$ cat src/rtl/ccdline_pkg.sv
package ccdline_pkg;
  localparam int ISO_N          = 3;
  localparam int DARK_N         = 10;
  localparam int TRAN_N         = 2;
  localparam int TAIL_DARK_FROM = 512;
  localparam int EDGE_SLOTS     = 2 * (ISO_N + TRAN_N) + DARK_N;

  typedef enum logic [2:0] {
    TAG_NONE   = 3'd0,
    TAG_ISO    = 3'd1,
    TAG_DARK   = 3'd2,
    TAG_TRANS  = 3'd3,
    TAG_ACTIVE = 3'd4
  } slot_tag_e;

  typedef enum logic [1:0] {
    XS_IDLE = 2'd0,
    XS_LEAD = 2'd1,
    XS_HOLD = 2'd2,
    XS_TAIL = 2'd3
  } xfer_state_e;
endpackage

$ cat src/rtl/ccdline_xfer.sv
module ccdline_xfer import ccdline_pkg::*; #(
  parameter int CFG_W = 16
) (
  input  logic             clk,
  input  logic             rst_n,
  input  logic             go,
  input  logic [CFG_W-1:0] lead,
  input  logic [CFG_W-1:0] hold,
  input  logic [CFG_W-1:0] tail,
  output logic             tg,
  output logic             pg,
  output logic             done
);
  xfer_state_e      st;
  logic [CFG_W-1:0] cnt;

  assign done = (st == XS_TAIL) && (cnt == tail - 1'b1);
  assign tg   = (st != XS_IDLE);
  assign pg   = (st == XS_HOLD);

  always_ff @(posedge clk) begin
    if (!rst_n) begin
      st  <= XS_IDLE;
      cnt <= '0;
    end else begin
      case (st)
        XS_IDLE: if (go) begin st <= XS_LEAD; cnt <= '0; end
        XS_LEAD: if (cnt == lead - 1'b1) begin st <= XS_HOLD; cnt <= '0; end
                 else cnt <= cnt + 1'b1;
        XS_HOLD: if (cnt == hold - 1'b1) begin st <= XS_TAIL; cnt <= '0; end
                 else cnt <= cnt + 1'b1;
        default: if (done) begin st <= XS_IDLE; cnt <= '0; end
                 else cnt <= cnt + 1'b1;
      endcase
    end
  end

  // photo gate only rises under an already-open transfer gate
  assert_pg_after_tg_R3: assert property (@(posedge clk) disable iff (!rst_n)
    $rose(pg) |-> $past(tg));
  // transfer gate closes only after photo gate has been low a cycle
  assert_tg_after_pg_R3: assert property (@(posedge clk) disable iff (!rst_n)
    $fell(tg) |-> (!pg && !$past(pg)));
endmodule

$ cat src/rtl/ccdline_hclk.sv
module ccdline_hclk #(
  parameter int PIX_HALF = 2,
  parameter int SLOT_W   = 17
) (
  input  logic              clk,
  input  logic              rst_n,
  input  logic              go,
  input  logic [SLOT_W-1:0] last_slot,
  output logic              phi1,
  output logic              phi2,
  output logic              rg,
  output logic              strobe,
  output logic [SLOT_W-1:0] slot,
  output logic              run
);
  localparam int PH_W = $clog2(2 * PIX_HALF);
  localparam logic [PH_W-1:0] PH_LAST = PH_W'(2 * PIX_HALF - 1);
  localparam logic [PH_W-1:0] PH_FALL = PH_W'(PIX_HALF);

  logic [PH_W-1:0]   ph;
  logic [SLOT_W-1:0] idx;

  assign phi1   = !run || (ph < PH_FALL);
  assign phi2   = !phi1;
  assign rg     = run && (ph == '0);
  assign strobe = run && (ph == PH_FALL);
  assign slot   = run ? idx : '0;

  always_ff @(posedge clk) begin
    if (!rst_n) begin
      run <= 1'b0;
      ph  <= '0;
      idx <= '0;
    end else if (!run) begin
      if (go) begin
        run <= 1'b1;
        ph  <= '0;
        idx <= '0;
      end
    end else if (ph == PH_LAST) begin
      ph <= '0;
      if (idx == last_slot) run <= 1'b0;
      else                  idx <= idx + 1'b1;
    end else begin
      ph <= ph + 1'b1;
    end
  end

  // the stage strobe lands on a phase-1 falling edge
  assert_strobe_on_fall_R6: assert property (@(posedge clk) disable iff (!rst_n)
    strobe |-> (!phi1 && $past(phi1)));
endmodule

$ cat src/rtl/ccdline_slotmap.sv
module ccdline_slotmap import ccdline_pkg::*; #(
  parameter int CFG_W  = 16,
  parameter int SLOT_W = 17
) (
  input  logic              run,
  input  logic              tail_dark,
  input  logic [CFG_W-1:0]  n,
  input  logic [SLOT_W-1:0] slot,
  output slot_tag_e         tag
);
  logic [SLOT_W-1:0] b_act, b_tr2, b_dk2;

  always_comb begin
    b_act = SLOT_W'(n) + SLOT_W'(ISO_N + DARK_N + TRAN_N);
    b_tr2 = b_act + SLOT_W'(TRAN_N);
    b_dk2 = b_tr2 + (tail_dark ? SLOT_W'(DARK_N) : '0);
    if (!run)                                     tag = TAG_NONE;
    else if (slot < SLOT_W'(ISO_N))               tag = TAG_ISO;
    else if (slot < SLOT_W'(ISO_N + DARK_N))      tag = TAG_DARK;
    else if (slot < SLOT_W'(ISO_N + DARK_N + TRAN_N)) tag = TAG_TRANS;
    else if (slot < b_act)                        tag = TAG_ACTIVE;
    else if (slot < b_tr2)                        tag = TAG_TRANS;
    else if (slot < b_dk2)                        tag = TAG_DARK;
    else                                          tag = TAG_ISO;
  end
endmodule

$ cat src/rtl/ccdline_expo.sv
module ccdline_expo #(
  parameter int CFG_W = 16
) (
  input  logic             clk,
  input  logic             rst_n,
  input  logic             go,
  input  logic [CFG_W-1:0] width,
  output logic             ab
);
  logic [CFG_W-1:0] cnt;

  always_ff @(posedge clk) begin
    if (!rst_n) begin
      ab  <= 1'b0;
      cnt <= '0;
    end else if (go) begin
      ab  <= 1'b1;
      cnt <= '0;
    end else if (ab) begin
      if (cnt == width - 1'b1) ab <= 1'b0;
      else                     cnt <= cnt + 1'b1;
    end
  end
endmodule

$ cat src/rtl/ccdline_timer.sv
module ccdline_timer import ccdline_pkg::*; #(
  parameter int CFG_W    = 16,
  parameter int PIX_HALF = 2,
  parameter int LEAD_MIN = 1,
  parameter int PG_MIN   = 25,
  parameter int TAIL_MIN = 2,
  parameter int AB_MIN   = 188
) (
  input  logic             clk,
  input  logic             rst_n,
  input  logic             line_start,
  input  logic [CFG_W-1:0] cfg_elements,
  input  logic [CFG_W-1:0] cfg_tg_lead,
  input  logic [CFG_W-1:0] cfg_pg_width,
  input  logic [CFG_W-1:0] cfg_tg_tail,
  input  logic [CFG_W-1:0] cfg_ab_width,
  output logic             busy,
  output logic             h_phi1,
  output logic             h_phi2,
  output logic             reset_gate,
  output logic             xfer_gate,
  output logic             photo_gate,
  output logic             ab_gate,
  output logic             pix_valid,
  output logic [CFG_W:0]   pix_slot,
  output logic [2:0]       pix_tag
);
  localparam int SLOT_W = CFG_W + 1;

  function automatic logic [CFG_W-1:0] floor_at(input logic [CFG_W-1:0] v, input int m);
    return (v < CFG_W'(m)) ? CFG_W'(m) : v;
  endfunction

  logic [CFG_W-1:0]  n_q, lead_q, pg_q, tail_q, ab_q;
  logic              accept, xfer_done, run, tail_dark;
  logic [SLOT_W-1:0] last_slot;
  slot_tag_e         tag;

  assign busy      = xfer_gate || run || ab_gate;
  assign accept    = line_start && !busy;
  assign tail_dark = (n_q > CFG_W'(TAIL_DARK_FROM));
  assign last_slot = SLOT_W'(n_q) + SLOT_W'(EDGE_SLOTS - 1)
                   + (tail_dark ? SLOT_W'(DARK_N) : '0);
  assign pix_tag   = tag;

  always_ff @(posedge clk) begin
    if (!rst_n) begin
      n_q    <= CFG_W'(1);
      lead_q <= CFG_W'(LEAD_MIN);
      pg_q   <= CFG_W'(PG_MIN);
      tail_q <= CFG_W'(TAIL_MIN);
      ab_q   <= CFG_W'(AB_MIN);
    end else if (accept) begin
      n_q    <= floor_at(cfg_elements, 1);
      lead_q <= floor_at(cfg_tg_lead, LEAD_MIN);
      pg_q   <= floor_at(cfg_pg_width, PG_MIN);
      tail_q <= floor_at(cfg_tg_tail, TAIL_MIN);
      ab_q   <= floor_at(cfg_ab_width, AB_MIN);
    end
  end

  ccdline_xfer #(.CFG_W(CFG_W)) u_xfer (
    .clk(clk), .rst_n(rst_n), .go(accept), .lead(lead_q), .hold(pg_q),
    .tail(tail_q), .tg(xfer_gate), .pg(photo_gate), .done(xfer_done));

  ccdline_hclk #(.PIX_HALF(PIX_HALF), .SLOT_W(SLOT_W)) u_hclk (
    .clk(clk), .rst_n(rst_n), .go(xfer_done), .last_slot(last_slot),
    .phi1(h_phi1), .phi2(h_phi2), .rg(reset_gate), .strobe(pix_valid),
    .slot(pix_slot), .run(run));

  ccdline_slotmap #(.CFG_W(CFG_W), .SLOT_W(SLOT_W)) u_map (
    .run(run), .tail_dark(tail_dark), .n(n_q), .slot(pix_slot), .tag(tag));

  ccdline_expo #(.CFG_W(CFG_W)) u_expo (
    .clk(clk), .rst_n(rst_n), .go(xfer_done), .width(ab_q), .ab(ab_gate));

  // horizontal phases are frozen while the transfer gate is open
  assert_frozen_phases_R2: assert property (@(posedge clk) disable iff (!rst_n)
    xfer_gate |-> (h_phi1 && !h_phi2));
  // reset gate already low in the cycle before phase 1 falls
  assert_rg_clear_R5: assert property (@(posedge clk) disable iff (!rst_n)
    $fell(h_phi1) |-> !$past(reset_gate));
  // drain opens at least two cycles after photo gate closed
  assert_ab_after_pg_R8: assert property (@(posedge clk) disable iff (!rst_n)
    $rose(ab_gate) |-> (!photo_gate && !$past(photo_gate) && !$past(photo_gate, 2)));
  // a transfer only begins from an idle block
  assert_start_from_idle_R9: assert property (@(posedge clk) disable iff (!rst_n)
    $rose(xfer_gate) |-> !$past(busy));
endmodule

$ cat config.mk
export PLATFORM = sky130hd
export DESIGN_NAME = ccdline_timer
export DESIGN_NICKNAME = d
export VERILOG_FILES = /design/src/rtl/ccdline_pkg.sv /design/src/rtl/ccdline_xfer.sv /design/src/rtl/ccdline_hclk.sv /design/src/rtl/ccdline_slotmap.sv /design/src/rtl/ccdline_expo.sv /design/src/rtl/ccdline_timer.sv
export SDC_FILE = /design/constraint.sdc
export NUM_CORES = 1
export LEC_CHECK = 0
export BUFFER_PORTS_ARGS = -buffer_cell sky130_fd_sc_hd__buf_2
export CAP_MARGIN = 20
export CORE_ASPECT_RATIO = 1.5
export CORE_UTILIZATION = 48
export DETAILED_ROUTE_END_ITERATION = 7
export HOLD_SLACK_MARGIN = 0.1
export PLACE_DENSITY = 0.72
export SLEW_MARGIN = 0
export SYNTH_ARGS = -nofsm -noshare
export SYNTH_HDL_FRONTEND = slang
export SYNTH_SLANG_ARGS = --single-unit
$ cat constraint.sdc
create_clock -name clk -period 7.1 [get_ports clk]
set_input_delay 0.355 -clock clk [delete_from_list [all_inputs] [get_ports clk]]
set_output_delay 0.355 -clock clk [all_outputs]
set_load 0.01 [all_outputs]
==> flow_summary.json <==
{
  "setup_violations": 0,
  "cpLargestDelayFamily": "compound AO/OA/AOI/OAI gates",
  "slew_headroom_pct": 37.2,
  "ant_nets": 0,
  "grtUsageTotal_pct": 25.6,
  "antenna_found_initial": 0,
  "cts_resized": 0,
  "fin_crit_sh_pct": 82.9,
  "synth_nets": 1579,
  "worstPathCellList": "inv_1 > ha_1 > nor2_1 > nand3_1 > a22oi_1 > xnor2_1 > inv_1 > or3_1 > or2_1 > nor4b_2 > xnor2_1 > ha_1 > a2111o_1 > a2111oi_0 > o31a_1 > nor2_1 > a211oi_1 > buf_2",
  "p_comb_share_pct": 39.7,
  "cts_setup_buffers": 0,
  "synth-edff-count": 0,
  "drt_wl_total_um": 29700,
  "leakage_nw": 4.82,
  "hold_violations": 0,
  "grt_pass1_vias": 9997,
  "clock_latency_ns": 0.42,
  "maxCapViolCount": 0,
  "dr_wl_met3_um": 955,
  "drive_gt1_share_pct": 12.6,
  "synth.avg_cell_area_um2": 7.77,
  "critPathCaptureType": "output port",
  "clkTransAtPathRegs_ns": 0.06,
  "regToRegEndpoint": "u_hclk.idx[10]",
  "route.met2.wl_um": 15800,
  "drt-pass1-iter-count": 6,
  "holdCritPathClass": "primary input to register",
  "synth-seq-cells": 135,
  "r2r_cells": 18,
  "die_h_um": 188,
  "synth_area_leaders": "dfxtp_1, xnor2_1, ha_1, nand2_1, xor2_1",
  "synth_most_common_cell": "nand2_1",
  "cts_root_buf": "clkbuf_16",
  "core_um2": 22500,
  "grt_pass1_wl_um": 48700,
  "hpwl_um": 23100,
  "synth_cell_type_count": 86,
  "hold_path_end": "pg_q[0]",
  "initial_core_util_pct": 49.2,
  "placementRows": 67,
  "ys.flop_type": "dfxtp_1",
  "vias": 10400,
  "fillers": 2185,
  "netlist.area_leader.share_pct": 24.5,
  "htreeDepth": 4,
  "seqPwrFrac_pct": 32.3,
  "min_from": "cfg_pg_width[0]",
  "m1WireLength_um": 11600,
  "tns_ns": 0,
  "critPathLaunchType": "register",
  "required_ns": 6.74,
  "hold_depth": 3,
  "syn-cell-area_um2": 11000,
  "drc_errors": 0,
  "clkPwrFrac_pct": 28.0,
  "vdd_drop_max_v": 0.000220,
  "critPathMaxFanout": 13,
  "avgViaCountPerCell": 5.92,
  "drv_slew": 0,
  "final_cell_area_um2": 12200,
  "cts_buffers": 17,
  "worst-r2r-setup-slack_ns": 2.32,
  "timing.rr.start": "n_q[0]",
  "switching_share_pct": 39.7,
  "internal_power_w": 0.00190,
  "dieArea_um2": 23600,
  "dr.first_iter.drc_count": 560,
  "area_delta_synth_final_pct": 10.4,
  "hold_buffers": 0,
  "io_buffer_count": 110,
  "seq_area_frac_synth_pct": 24.5,
  "critical_path_buf_inv_count": 3,
  "post-route-min-period_ns": 5.88,
  "place_area_um2": 11600,
  "ys.warnings.count": 0,
  "grt_max_degree": 110,
  "place.gp.congestion": 0.911,
  "highest_layer": "met4",
  "cp.arrival_ns": 5.53,
  "criticalPathCategory": "register to output port",
  "cts_tree": "built",
  "tightest_slew_ns": 0.942,
  "wl_per_cell_um": 16.9,
  "p_switching_w": 0.00125,
  "fp.dieW_um": 126,
  "fin_nets": 1627,
  "outcome": "completed",
  "ys_top_cells_by_count": "nand2_1, dfxtp_1, xnor2_1",
  "fmax_mhz": 170,
  "skew_ns": 0.00987,
  "cellPowerDensity_nw_per_um2": 259,
  "crit_slowest_cell": "a22oi_1",
  "cts_num_sinks": 135,
  "ios": 111,
  "async_flop_share_pct": 0,
  "n_antenna_cell": 0,
  "rsz0062_at_grt": "false",
  "cts_buffer_depth": 2,
  "crit_path_max_incr_delay_ns": 0.61,
  "netlist.top_cell.by_area": "dfxtp_1",
  "syn-instance-count": 1421,
  "grt_overflow_total": 0
}
## area by class of cell
class	instances	area (um^2)	area share, %
repair buffers	116	596	4.89
clock inverters	11	123	1.01
multi-input cells	1144	7750	63.6
inverters	55	206	1.69
flip-flops and latches	135	2700	22.2
clock buffers	21	470	3.86
well taps	276	345	2.83
## per-stage QoR
| step | cells | power (W) | hold slack (ns) | setup WS (ns) | util, % |
|---|---|---|---|---|---|
| after global routing | 1758 | 0.00338 | 0.169 | 0.770 | 54.3 |
| final | 1758 | 0.00316 | 0.163 | 1.22 | 54.3 |
| after detailed placement | 1726 | 0.00229 | 0.485 | 1.65 | 51.6 |
| after CTS | 1758 | 0.00317 | 0.152 | 1.21 | 54.3 |
| after global placement | 1726 | 0.00225 | 0.472 | 1.81 | 51.6 |
| after floorplan | 1421 | 0.00200 | 0.455 | 2.17 | - |
## state kept, by name (all words and copies together), names as in the netlist, 2 cells and up
name	flops
lead_q	16
n_q	16
tail_q	16
u_xfer.st	2
pg_q	16
u_xfer.cnt	16
u_hclk.ph	2
ab_q	16
u_hclk.idx	17
u_expo.cnt	16
## power by group through the flow
| stage | registers [W] | clock network, W | logic [W] |
|---|---|---|---|
| after detailed placement | 0.00104 | 0 | 0.00125 |
| after floorplan | 0.000940 | 0 | 0.00106 |
| final | 0.00102 | 0.000883 | 0.00125 |
| after global placement | 0.00103 | 0 | 0.00122 |
| after global routing | 0.00104 | 0.000928 | 0.00141 |
| after CTS | 0.00102 | 0.000896 | 0.00126 |
## worst register-to-register path, cell delays in order (launching register included)
cell,delay (ns)
dfxtp_1,0.60
inv_1,0.12
ha_1,0.22
nand3_1,0.07
o41ai_1,0.06
and4_1,0.25
ha_1,0.27
inv_1,0.06
ha_1,0.18
fa_1,0.24
nand4_1,0.20
a211oi_1,0.52
mux2i_1,0.25
nor3b_1,0.07
o211ai_1,0.25
or3_1,0.49
nand3_1,0.17
or4b_2,0.63
nand2_1,0.09
## metal layers
| metal | vias up | global-route usage (%) |
|---|---|---|
| li1 | 5177 | - |
| met3 | 77 | 2.51 |
| met2 | 281 | 48.7 |
| met4 | 0 | 13.9 |
| met1 | 4871 | 27.3 |
| met5 | - | 0 |
## worst max path at each step
stage	startpoint	endpoint	depth (start not counted)
after floorplan	n_q[0]	pix_tag[1]	20
after global placement	n_q[0]	pix_tag[1]	20
after detailed placement	n_q[0]	pix_tag[1]	20
after CTS	n_q[0]	pix_tag[1]	20
after global routing	n_q[0]	pix_tag[1]	18
final	n_q[0]	pix_tag[1]	18
## layout by cell type (no fill, tap or decap), types with 18 or more instances in the layout
cell type  instances
nor2_1            85
nand4_1           42
ha_1              74
nand2_1          203
inv_1             55
a21oi_1           38
and3_1            26
o21ai_0           33
dfxtp_1          135
nand3_1           39
and2_1            25
a21boi_0          65
nor4_1            28
xor2_1            64
xnor2_1          106
buf_2            110
nor3_1            44
nor2b_1           18
## logic make-up after synthesis
group                      synth area share [%]
muxes                                      1.05
adders and majority gates                  8.65
buffers and inverters                      5.44
DFF                                        24.5
xor gates and xnor gates                   13.5
and+or+nand+nor                            29.8
AOI/OAI and AO/OA                          17.1
No activity file was read; power rests on OpenSTA's default activity.
